**src/rtl/ptos_pkg.sv**
```systemverilog
package ptos_pkg;
   // index of the last bit sent in a word, counted from the first (0)
   function automatic int unsigned final_bit(input logic wide, input int unsigned full_w,
                                             input int unsigned half_w);
      return wide ? full_w - 1 : half_w - 1;
   endfunction
endpackage

```
**src/rtl/ptos_hold_reg.sv**
```systemverilog
module ptos_hold_reg #(
   parameter int unsigned WORD_W = 8,
   parameter int unsigned LANE_W = 4
) (
   input  logic              clk,
   input  logic              rst_n,
   input  logic              cap_en,
   input  logic [WORD_W-1:0] din,
   output logic [WORD_W-1:0] dout
);
   localparam int unsigned LANES = WORD_W / LANE_W;

   generate
      if (WORD_W % LANE_W != 0) begin : g_bad_lane
         $error("ptos_hold_reg: WORD_W must be a multiple of LANE_W");
      end
      for (genvar ln = 0; ln < LANES; ln++) begin : g_lane
         logic [LANE_W-1:0] q;
         always_ff @(posedge clk) begin
            if (!rst_n)      q <= '0;
            else if (cap_en) q <= din[ln*LANE_W +: LANE_W];
         end
         assign dout[ln*LANE_W +: LANE_W] = q;
      end
   endgenerate
endmodule

```
**src/rtl/ptos_init_ctl.sv**
```systemverilog
module ptos_init_ctl (
   input  logic clk,
   input  logic rst_n,
   input  logic par_stb,
   output logic ready,
   output logic prime
);
   assign prime = par_stb & ~ready;

   always_ff @(posedge clk) begin
      if (!rst_n)     ready <= 1'b0;
      else if (prime) ready <= 1'b1;
   end
endmodule

```
**src/rtl/ptos_shifter.sv**
```systemverilog
module ptos_shifter
   import ptos_pkg::*;
#(
   parameter int unsigned WORD_W   = 8,
   parameter int unsigned NARROW_W = 4
) (
   input  logic              clk,
   input  logic              rst_n,
   input  logic              ready,
   input  logic              prime,
   input  logic [WORD_W-1:0] prime_word,
   input  logic [WORD_W-1:0] hold_word,
   input  logic              ser_stb,
   input  logic              wide_sel,
   output logic              msb
);
   localparam int unsigned CW = (WORD_W > 1) ? $clog2(WORD_W) : 1;
   localparam logic [CW-1:0] LAST_WIDE   = CW'(final_bit(1'b1, WORD_W, NARROW_W));
   localparam logic [CW-1:0] LAST_NARROW = CW'(final_bit(1'b0, WORD_W, NARROW_W));

   logic [WORD_W-1:0] sh;
   logic [CW-1:0]     pos;
   logic              wide_q;
   logic [CW-1:0]     last_pos;
   logic              at_end;

   assign last_pos = wide_q ? LAST_WIDE : LAST_NARROW;
   assign at_end   = (pos == last_pos);
   assign msb      = sh[WORD_W-1];

   always_ff @(posedge clk) begin
      if (!rst_n) begin
         sh     <= '0;
         pos    <= '0;
         wide_q <= 1'b1;
      end else if (prime) begin
         sh     <= prime_word;
         pos    <= '0;
         wide_q <= wide_sel;
      end else if (ready && ser_stb) begin
         if (at_end) begin
            sh     <= hold_word;
            pos    <= '0;
            wide_q <= wide_sel;
         end else begin
            sh  <= sh << 1;
            pos <= pos + 1'b1;
         end
      end
   end
endmodule

```
**src/rtl/ptos_tx.sv**
```systemverilog
module ptos_tx #(
   parameter int unsigned WORD_W   = 8,
   parameter int unsigned NARROW_W = 4
) (
   input  logic              clk,
   input  logic              rst_n,
   input  logic              par_stb,
   input  logic [WORD_W-1:0] par_data,
   input  logic              wide_mode,
   input  logic              ser_stb,
   output logic              ser_out,
   output logic              not_ready
);
   logic              ready;
   logic              prime;
   logic [WORD_W-1:0] hold_word;
   logic              msb;

   generate
      if (NARROW_W == 0 || NARROW_W >= WORD_W) begin : g_bad_width
         $error("ptos_tx: NARROW_W must lie in 1..WORD_W-1");
      end
   endgenerate

   ptos_init_ctl u_init (
      .clk     (clk),
      .rst_n   (rst_n),
      .par_stb (par_stb),
      .ready   (ready),
      .prime   (prime)
   );

   ptos_hold_reg #(.WORD_W(WORD_W), .LANE_W(NARROW_W)) u_hold (
      .clk    (clk),
      .rst_n  (rst_n),
      .cap_en (par_stb),
      .din    (par_data),
      .dout   (hold_word)
   );

   ptos_shifter #(.WORD_W(WORD_W), .NARROW_W(NARROW_W)) u_shift (
      .clk        (clk),
      .rst_n      (rst_n),
      .ready      (ready),
      .prime      (prime),
      .prime_word (par_data),
      .hold_word  (hold_word),
      .ser_stb    (ser_stb),
      .wide_sel   (wide_mode),
      .msb        (msb)
   );

   assign ser_out   = ready & msb;
   assign not_ready = ~ready;
endmodule

```
**config.mk**
```make
export PLATFORM = sky130hd
export DESIGN_NAME = ptos_tx
export DESIGN_NICKNAME = d
export VERILOG_FILES = /design/src/rtl/ptos_pkg.sv /design/src/rtl/ptos_hold_reg.sv /design/src/rtl/ptos_init_ctl.sv /design/src/rtl/ptos_shifter.sv /design/src/rtl/ptos_tx.sv
export SDC_FILE = /design/constraint.sdc
export NUM_CORES = 1
export LEC_CHECK = 0
export BUFFER_PORTS_ARGS = -buffer_cell sky130_fd_sc_hd__buf_2
export CORE_MARGIN = 3
export CORE_UTILIZATION = 59
export DETAILED_ROUTE_END_ITERATION = 16
export GPL_ROUTABILITY_DRIVEN = 0
export HOLD_SLACK_MARGIN = 0.15
export PLACE_DENSITY = 0.82
export SETUP_SLACK_MARGIN = 0.1
export SYNTH_ARGS = -nofsm -noshare
export SYNTH_HDL_FRONTEND = slang
export SYNTH_SLANG_ARGS = --single-unit
```
**constraint.sdc**
```tcl
create_clock -name clk -period 2.2 [get_ports clk]
set_input_delay 0.22 -clock clk [delete_from_list [all_inputs] [get_ports clk]]
set_output_delay 0.22 -clock clk [all_outputs]
set_load 0.1 [all_outputs]
```
==> qor.csv, run 1 <==
metric,value,unit
cts-htree-levels,1,
critPathTopFamily,buffers and inverters,
drt-pass1-iter-count,4,
final_net_count,145,
cts_root_buf,clkbuf_4,
wire_per_inst,12.8,um
ys_ff_latch,21,
start_kind,register,
muxShareOfSynthArea,22.7,%
synth_compound_area_share,11.8,%
setup_slack_after_placement,816,ps
syn-cell-area,1100,um2
worst_setup_path_endpoint,not_ready,
cts_buffers,3,
max_cap_viol_count,0,
xor_and_xnor_fraction_of_the_mapped_netlist_area,0.795,%
worstReg2RegEnd,u_shift.pos[2]$_SDFFE_PP0P_,
antenna-diode-count,0,
grt-ovfl-total,0,
cts-resized-gates,0,
layout_commonest_cell,mux2i_1,
insertion_delay,300,ps
leakagePower,0.542,nW
groute.usage.overall,18.8,%
final_max_slew_viol_count,0,
period_minus_slack,1730,ps
power_per_cell_area,615,nW/um2
regToRegStartpoint,u_shift.pos[0]$_SDFFE_PP0P_,
finalHoldViolCount,0,
grt_start_max_net_pins,23,
placeableCoreArea,1630,um2
drive_above_1_share,16.9,%
critPathArrivalTime,1510,ps
synth.lib_cells_used.distinct,27,
io-pin-count,15,
fin_total_pwr,722,uW
wl,1.97,mm
remaining_drc_errors,0,
die_w,49.2,um
holdCritPathClass,in2reg,
critical_path_depth,3,
ctsLongestPathBuffers,2,
share_clk_of_total_power,25.4,%
postCtsHoldBufs,0,
antenna_found_initial,0,
synthesis.instances,119,
critPathCaptureType,primary output,
post-cts-setup-buffer-count,0,
area_delta_synth_final,6.59,%
timing.final.crit_share,78.8,%
mostFrequentLayoutCells,"mux2i_1 (25), dfxtp_1 (21), nand2_1 (16)",
floorplan.rows,14,
antenna_violating_nets_post_route,0,
pwr-share-seq,58.2,%
sw_power,199,uW
numPortBuffers,14,
worstMarginPinSlew,498,ps
tns,0,ps
outcome,"complete, no violations",
critPathRequiredTime,1980,ps
cts_tree,done,
critical_path.n_buffers_inverters,3,
vdd_ir_drop_max,0.451,mV
route.detailed.vias_per_inst,5.60,
post_synth_fa_ha_maj_area_fraction,1.14,%
regToRegSetupSlack,820,ps
tritoncts_num_sinks,21,
critical_path.startpoint,u_init.ready$_SDFFE_PN0P_,
timing.critical_path.cells,"buf_4, inv_1, buf_2",
holdCritStartpoint,par_data[6],
grt_pass1_vias,799,
detailroute.via_count,863,
fmax,0.577,GHz
drt-initial-drc-count,12,
global_route_wire_length_before_repair,3.57,mm
initial_utilization,67.6,%
cp_slowest_stage_delay,600,ps
crit_path_max_fanout,14,
clkSlewWorstSetupHoldPaths,120,ps
setup_violations,0,
share_comb_of_total_power,16.4,%
clock_skew,5.49,ps
sw_frac_of_total,27.6,%
timing.final.ws_setup,466,ps
yosysWarningCount,0,
syn-num-nets,133,
cellInternalPower,523,uW
setup.worst_path.class,reg2out,
timing.reg2reg.worst_path_depth,5,
crit_slowest_cell,dfxtp_1,
setup_repair_after_global_routing_missed_its_margin,false,
detailedPlacementHpwl,1.44,mm
fp.dieArea,2420,um2
syn-mean-instance-area,9.25,um2
synth-simple-area-share,19.0,%
dominant_combinational_cell_family_by_area_after_synthesis,multiplexers,
seq_area_frac_synth,38.2,%
max-slew-margin-rel,66.8,%
die_height,49.2,um
==> state kept, by name (all words and copies together), names as in the netlist <==
signal / flops
u_hold.g_lane.q: 8
u_init.ready: 1
u_shift.pos: 3
u_shift.sh: 8
u_shift.wide_q: 1
==> worst min-delay path: cells and delay by family <==
family	cells	cell delay, ps
muxes	1	60
buffers and inverters	1	90
and+or+nand+nor	1	100
==> layout make-up <==
type | instances | area (um2)
clock buffer | 3 | 22.5
sequential | 21 | 420
clock inverter | 1 | 5.00
fill | 146 | 455
tap | 24 | 30.0
multi-input combinational | 88 | 611
inverter | 2 | 7.51
timing repair buffer | 15 | 77.6
==> worst min-delay path by stage <==
| stage | end | slack [ps] | depth (start not counted) |
|---|---|---|---|
| 2_1_floorplan | u_shift.pos[2]$_SDFFE_PP0P_ | 380 | 1 |
| 3_3_place_gp | u_shift.pos[0]$_SDFFE_PP0P_ | 470 | 2 |
| 5_1_grt | u_hold.g_lane[1].q[2]$_SDFFE_PN0P_ | 210 | 3 |
| 6_report | u_hold.g_lane[1].q[2]$_SDFFE_PN0P_ | 190 | 3 |
| 4_1_cts | u_hold.g_lane[1].q[2]$_SDFFE_PN0P_ | 180 | 3 |
| 3_5_place_dp | u_hold.g_lane[1].q[2]$_SDFFE_PN0P_ | 510 | 3 |
==> layer usage <==
layer / track usage [%] / share of wire [%] / vias to the layer above
li1: - / - / 442
met1: 23.9 / 46 / 392
met2: 30.1 / 46 / 24
met3: 3.98 / 5.9 / 5
met4: 8.53 / 1.8 / 0
met5: 0 / 0 / -
==> through the flow <==
stage,utilization (%),area [um2],cells,hold WS (ps)
2_1_floorplan,-,1100,119,385
3_3_place_gp,70.4,1150,150,470
3_5_place_dp,70.4,1150,150,507
4_1_cts,72.0,1170,154,185
5_1_grt,72.0,1170,154,205
6_report,72.0,1170,154,188
==> cell usage after synthesis (all sizes together) <==
| cell | count | area, um2 |
|---|---|---|
| buf | 7 | 58.8 |
| and2b | 1 | 10.0 |
| mux2i | 25 | 250 |
| nand4b | 1 | 8.76 |
| a21boi | 1 | 7.51 |
| nand3 | 3 | 20.0 |
| a22o | 1 | 8.76 |
| o21ai | 8 | 40.0 |
| nor2 | 4 | 15.0 |
| xnor2 | 1 | 8.76 |
| o21a | 1 | 7.51 |
| ha | 1 | 12.5 |
| a21oi | 2 | 10.0 |
| dfxtp | 21 | 420 |
| o22ai | 9 | 56.3 |
| nand4 | 1 | 6.26 |
| inv | 2 | 7.51 |
| nand2 | 17 | 71.3 |
| nor2b | 10 | 62.6 |
| clkbuf | 1 | 3.75 |
| nor3b | 2 | 15.0 |
==> logic make-up (layout without fill, tap and decap cells) <==
logic type | after synthesis | after routing
flops | 21 | 21
xor+xnor | 1 | 1
compound gates | 22 | 22
fa+ha+maj | 1 | 1
simple gates | 39 | 39
mux | 25 | 25
buf+inv | 10 | 21
==> power by group through the flow <==
stage	Clock, mW	Combinational, mW	Sequential, mW
2_1_floorplan	0	0.103	0.422
3_3_place_gp	0	0.116	0.427
3_5_place_dp	0	0.119	0.429
4_1_cts	0.191	0.119	0.420
5_1_grt	0.206	0.133	0.423
6_report	0.183	0.118	0.420
(Power assumes the default switching activity.)
==> run 2: changes to the inputs <==
--- a/config.mk
+++ b/config.mk
@@ -7,11 +7,11 @@
 export LEC_CHECK = 0
 export BUFFER_PORTS_ARGS = -buffer_cell sky130_fd_sc_hd__buf_2
 export CORE_MARGIN = 3
-export CORE_UTILIZATION = 59
+export CORE_UTILIZATION = 55
 export DETAILED_ROUTE_END_ITERATION = 16
 export GPL_ROUTABILITY_DRIVEN = 0
 export HOLD_SLACK_MARGIN = 0.15
-export PLACE_DENSITY = 0.82
+export PLACE_DENSITY = 0.77
 export SETUP_SLACK_MARGIN = 0.1
 export SYNTH_ARGS = -nofsm -noshare
 export SYNTH_HDL_FRONTEND = slang
==> constraint.sdc (replaced) <==
create_clock -name clk -period 1.75 [get_ports clk]
set_input_delay 0.175 -clock clk [delete_from_list [all_inputs] [get_ports clk]]
set_output_delay 0.175 -clock clk [all_outputs]
set_load 0.1 [all_outputs]
==> qor.csv, run 2 (synthesis gave the netlist of run 1 again) <==
metric,value,unit,change
holdCritStartpoint,par_data[0],,was par_data[6]
wl,2.07,mm,was 1.97 mm
finalHoldViolCount,0,,unchanged
tritoncts_num_sinks,21,,unchanged
max_cap_viol_count,0,,unchanged
drive_above_1_share,17.6,%,was 16.9%
drt-pass1-iter-count,4,,unchanged
start_kind,register,,unchanged
critPathRequiredTime,1570,ps,was 1980 ps
regToRegStartpoint,u_shift.pos[0]$_SDFFE_PP0P_,,unchanged
setup_violations,0,,unchanged
sw_power,254,uW,was 199 uW
critical_path.startpoint,u_init.ready$_SDFFE_PN0P_,,unchanged
antenna_violating_nets_post_route,0,,unchanged
layout.cells.non_filler,161,,was 154
worstMarginPinSlew,485,ps,was 498 ps
timing.final.crit_share,85.2,%,
leakagePower,0.569,nW,was 0.542 nW
area_delta_synth_final,13.1,%,was 6.59%
critPathCaptureType,primary output,,unchanged
clock_skew,2.40,ps,was 5.49 ps
placeableCoreArea,1800,um2,was 1630 um2
route.detailed.vias_per_inst,5.50,,was 5.60
initial_utilization,61.1,%,was 67.6%
clkSlewWorstSetupHoldPaths,110,ps,was 120 ps
power_per_cell_area,744,nW/um2,was 615 nW/um2
ctsLongestPathBuffers,2,,unchanged
holdCritPathClass,in2reg,,unchanged
mostFrequentLayoutCells,"mux2i_1 (25), dfxtp_1 (20), nand2_1 (16)",,"was mux2i_1 (25), dfxtp_1 (21), nand2_1 (16)"
largestRegisters,"u_hold.g_lane.q x8, u_shift.sh x8, u_shift.pos x3",,unchanged
max-slew-margin-rel,67.9,%,was 66.8%
setup.worst_path.class,reg2out,,unchanged
vdd_ir_drop_max,0.574,mV,was 0.451 mV
outcome,"complete, no violations",,unchanged
final_max_slew_viol_count,0,,unchanged
drt-initial-drc-count,16,,was 12
fp.dieArea,2570,um2,was 2420 um2
timing.final.ws_setup,259,ps,was 466 ps
global_route_wire_length_before_repair,3.84,mm,was 3.57 mm
share_comb_of_total_power,17.9,%,was 16.4%
critPathArrivalTime,1320,ps,was 1510 ps
cts_tree,done,,unchanged
numPortBuffers,14,,unchanged
detailroute.via_count,886,,was 863
layout_commonest_cell,mux2i_1,,unchanged
grt-ovfl-total,0,,unchanged
floorplan.rows,15,,was 14
antenna-diode-count,0,,unchanged
tns,0,ps,unchanged
cellInternalPower,672,uW,was 523 uW
setup_repair_after_global_routing_missed_its_margin,false,,unchanged
finish.instance_area,1240,um2,was 1170 um2
detailedPlacementHpwl,1.43,mm,was 1.44 mm
crit_path_max_fanout,16,,was 14
io-pin-count,15,,unchanged
pwr-share-seq,56.8,%,was 58.2%
period_minus_slack,1490,ps,
cts_buffers,3,,unchanged
placement.cell_area,1180,um2,was 1150 um2
groute.usage.overall,19.6,%,was 18.8%
grt_pass1_vias,883,,was 799
share_clk_of_total_power,25.3,%,was 25.4%
grt_start_max_net_pins,22,,was 23
fmax,0.671,GHz,
die_height,50.7,um,was 49.2 um
die_w,50.7,um,was 49.2 um
remaining_drc_errors,0,,unchanged
cts_root_buf,clkbuf_4,,unchanged
antenna_found_initial,0,,unchanged
placed_cells,153,,was 150
cts-htree-levels,1,,unchanged
setup_slack_after_placement,467,ps,was 816 ps
insertion_delay,310,ps,was 300 ps
wire_per_inst,12.9,um,was 12.8 um
sw_frac_of_total,27.4,%,was 27.6%
final_net_count,151,,was 145
[run 2: cell count changes in the layout (fill, tap and decap cells not counted), sizes merged]
cell         delta
dlygate4sd3     +4
clkinv          -1
clkbuf          +1
buf             +2
[run 2: worst max-delay path: stages (launching register included)]
cell	delay [ps]
dfxtp_2	420
buf_4	220
nand2_1	80
inv_1	100
buf_12	180
[run 2: path summary, 6_finish.rpt]
| path | end | slack, ps | cells past startpoint |
|---|---|---|---|
| worst max-delay path | ser_out | 260 | 4 |
| worst min-delay path | u_hold.g_lane[0].q[0]$_SDFFE_PN0P_ | 150 | 3 |
| worst max register to register | u_shift.pos[2]$_SDFFE_PP0P_ | 500 | 5 |
| worst min register to register | u_shift.pos[0]$_SDFFE_PP0P_ | 510 | 2 |
[run 2: repair_timing]
action                                  CTS  global route
hold buffers                              4             0
endpoints found under the setup margin    0             1
buffers inserted                          0             0
hold endpoints to repair                  4             0
gates resized for setup                   0             1
[run 2: final cells by class]
type,count,area [um2]
Multi-Input combinational cell,88,611
Tap cell,25,31.3
Timing Repair Buffer,21,148
Fill cell,158,557
Inverter,2,7.51
Clock buffer,4,26.3
Sequential cell,21,422
[run 2: stage by stage]
| step | utilization [%] | hold slack (ps) | total power, mW |
|---|---|---|---|
| final | 69.1 | 152 | 0.926 |
| after global routing | 69.1 | 167 | 0.973 |
| after CTS | 69.0 | 152 | 0.933 |
| after detailed placement | 65.3 | 463 | 0.695 |
| after global placement | 65.3 | 450 | 0.689 |
| after floorplan | - | 340 | 0.659 |
[run 2: metal layers]
layer	GRT usage [%]	share of wire (%)	wire (um)	vias to the layer above
met3	6.23	4.8	100	2
met4	4.04	0.48	10	0
li1	-	-	-	456
met5	0	0	0	-
met1	24.2	49	1010	408
met2	33.3	46	955	20
[run 2: power groups by stage]
stage	Sequential [mW]	Combinational [mW]	Clock, mW
2_1_floorplan	0.530	0.129	0
3_3_place_gp	0.536	0.154	0
3_5_place_dp	0.536	0.158	0
4_1_cts	0.526	0.166	0.241
5_1_grt	0.531	0.185	0.257
6_report	0.526	0.166	0.234
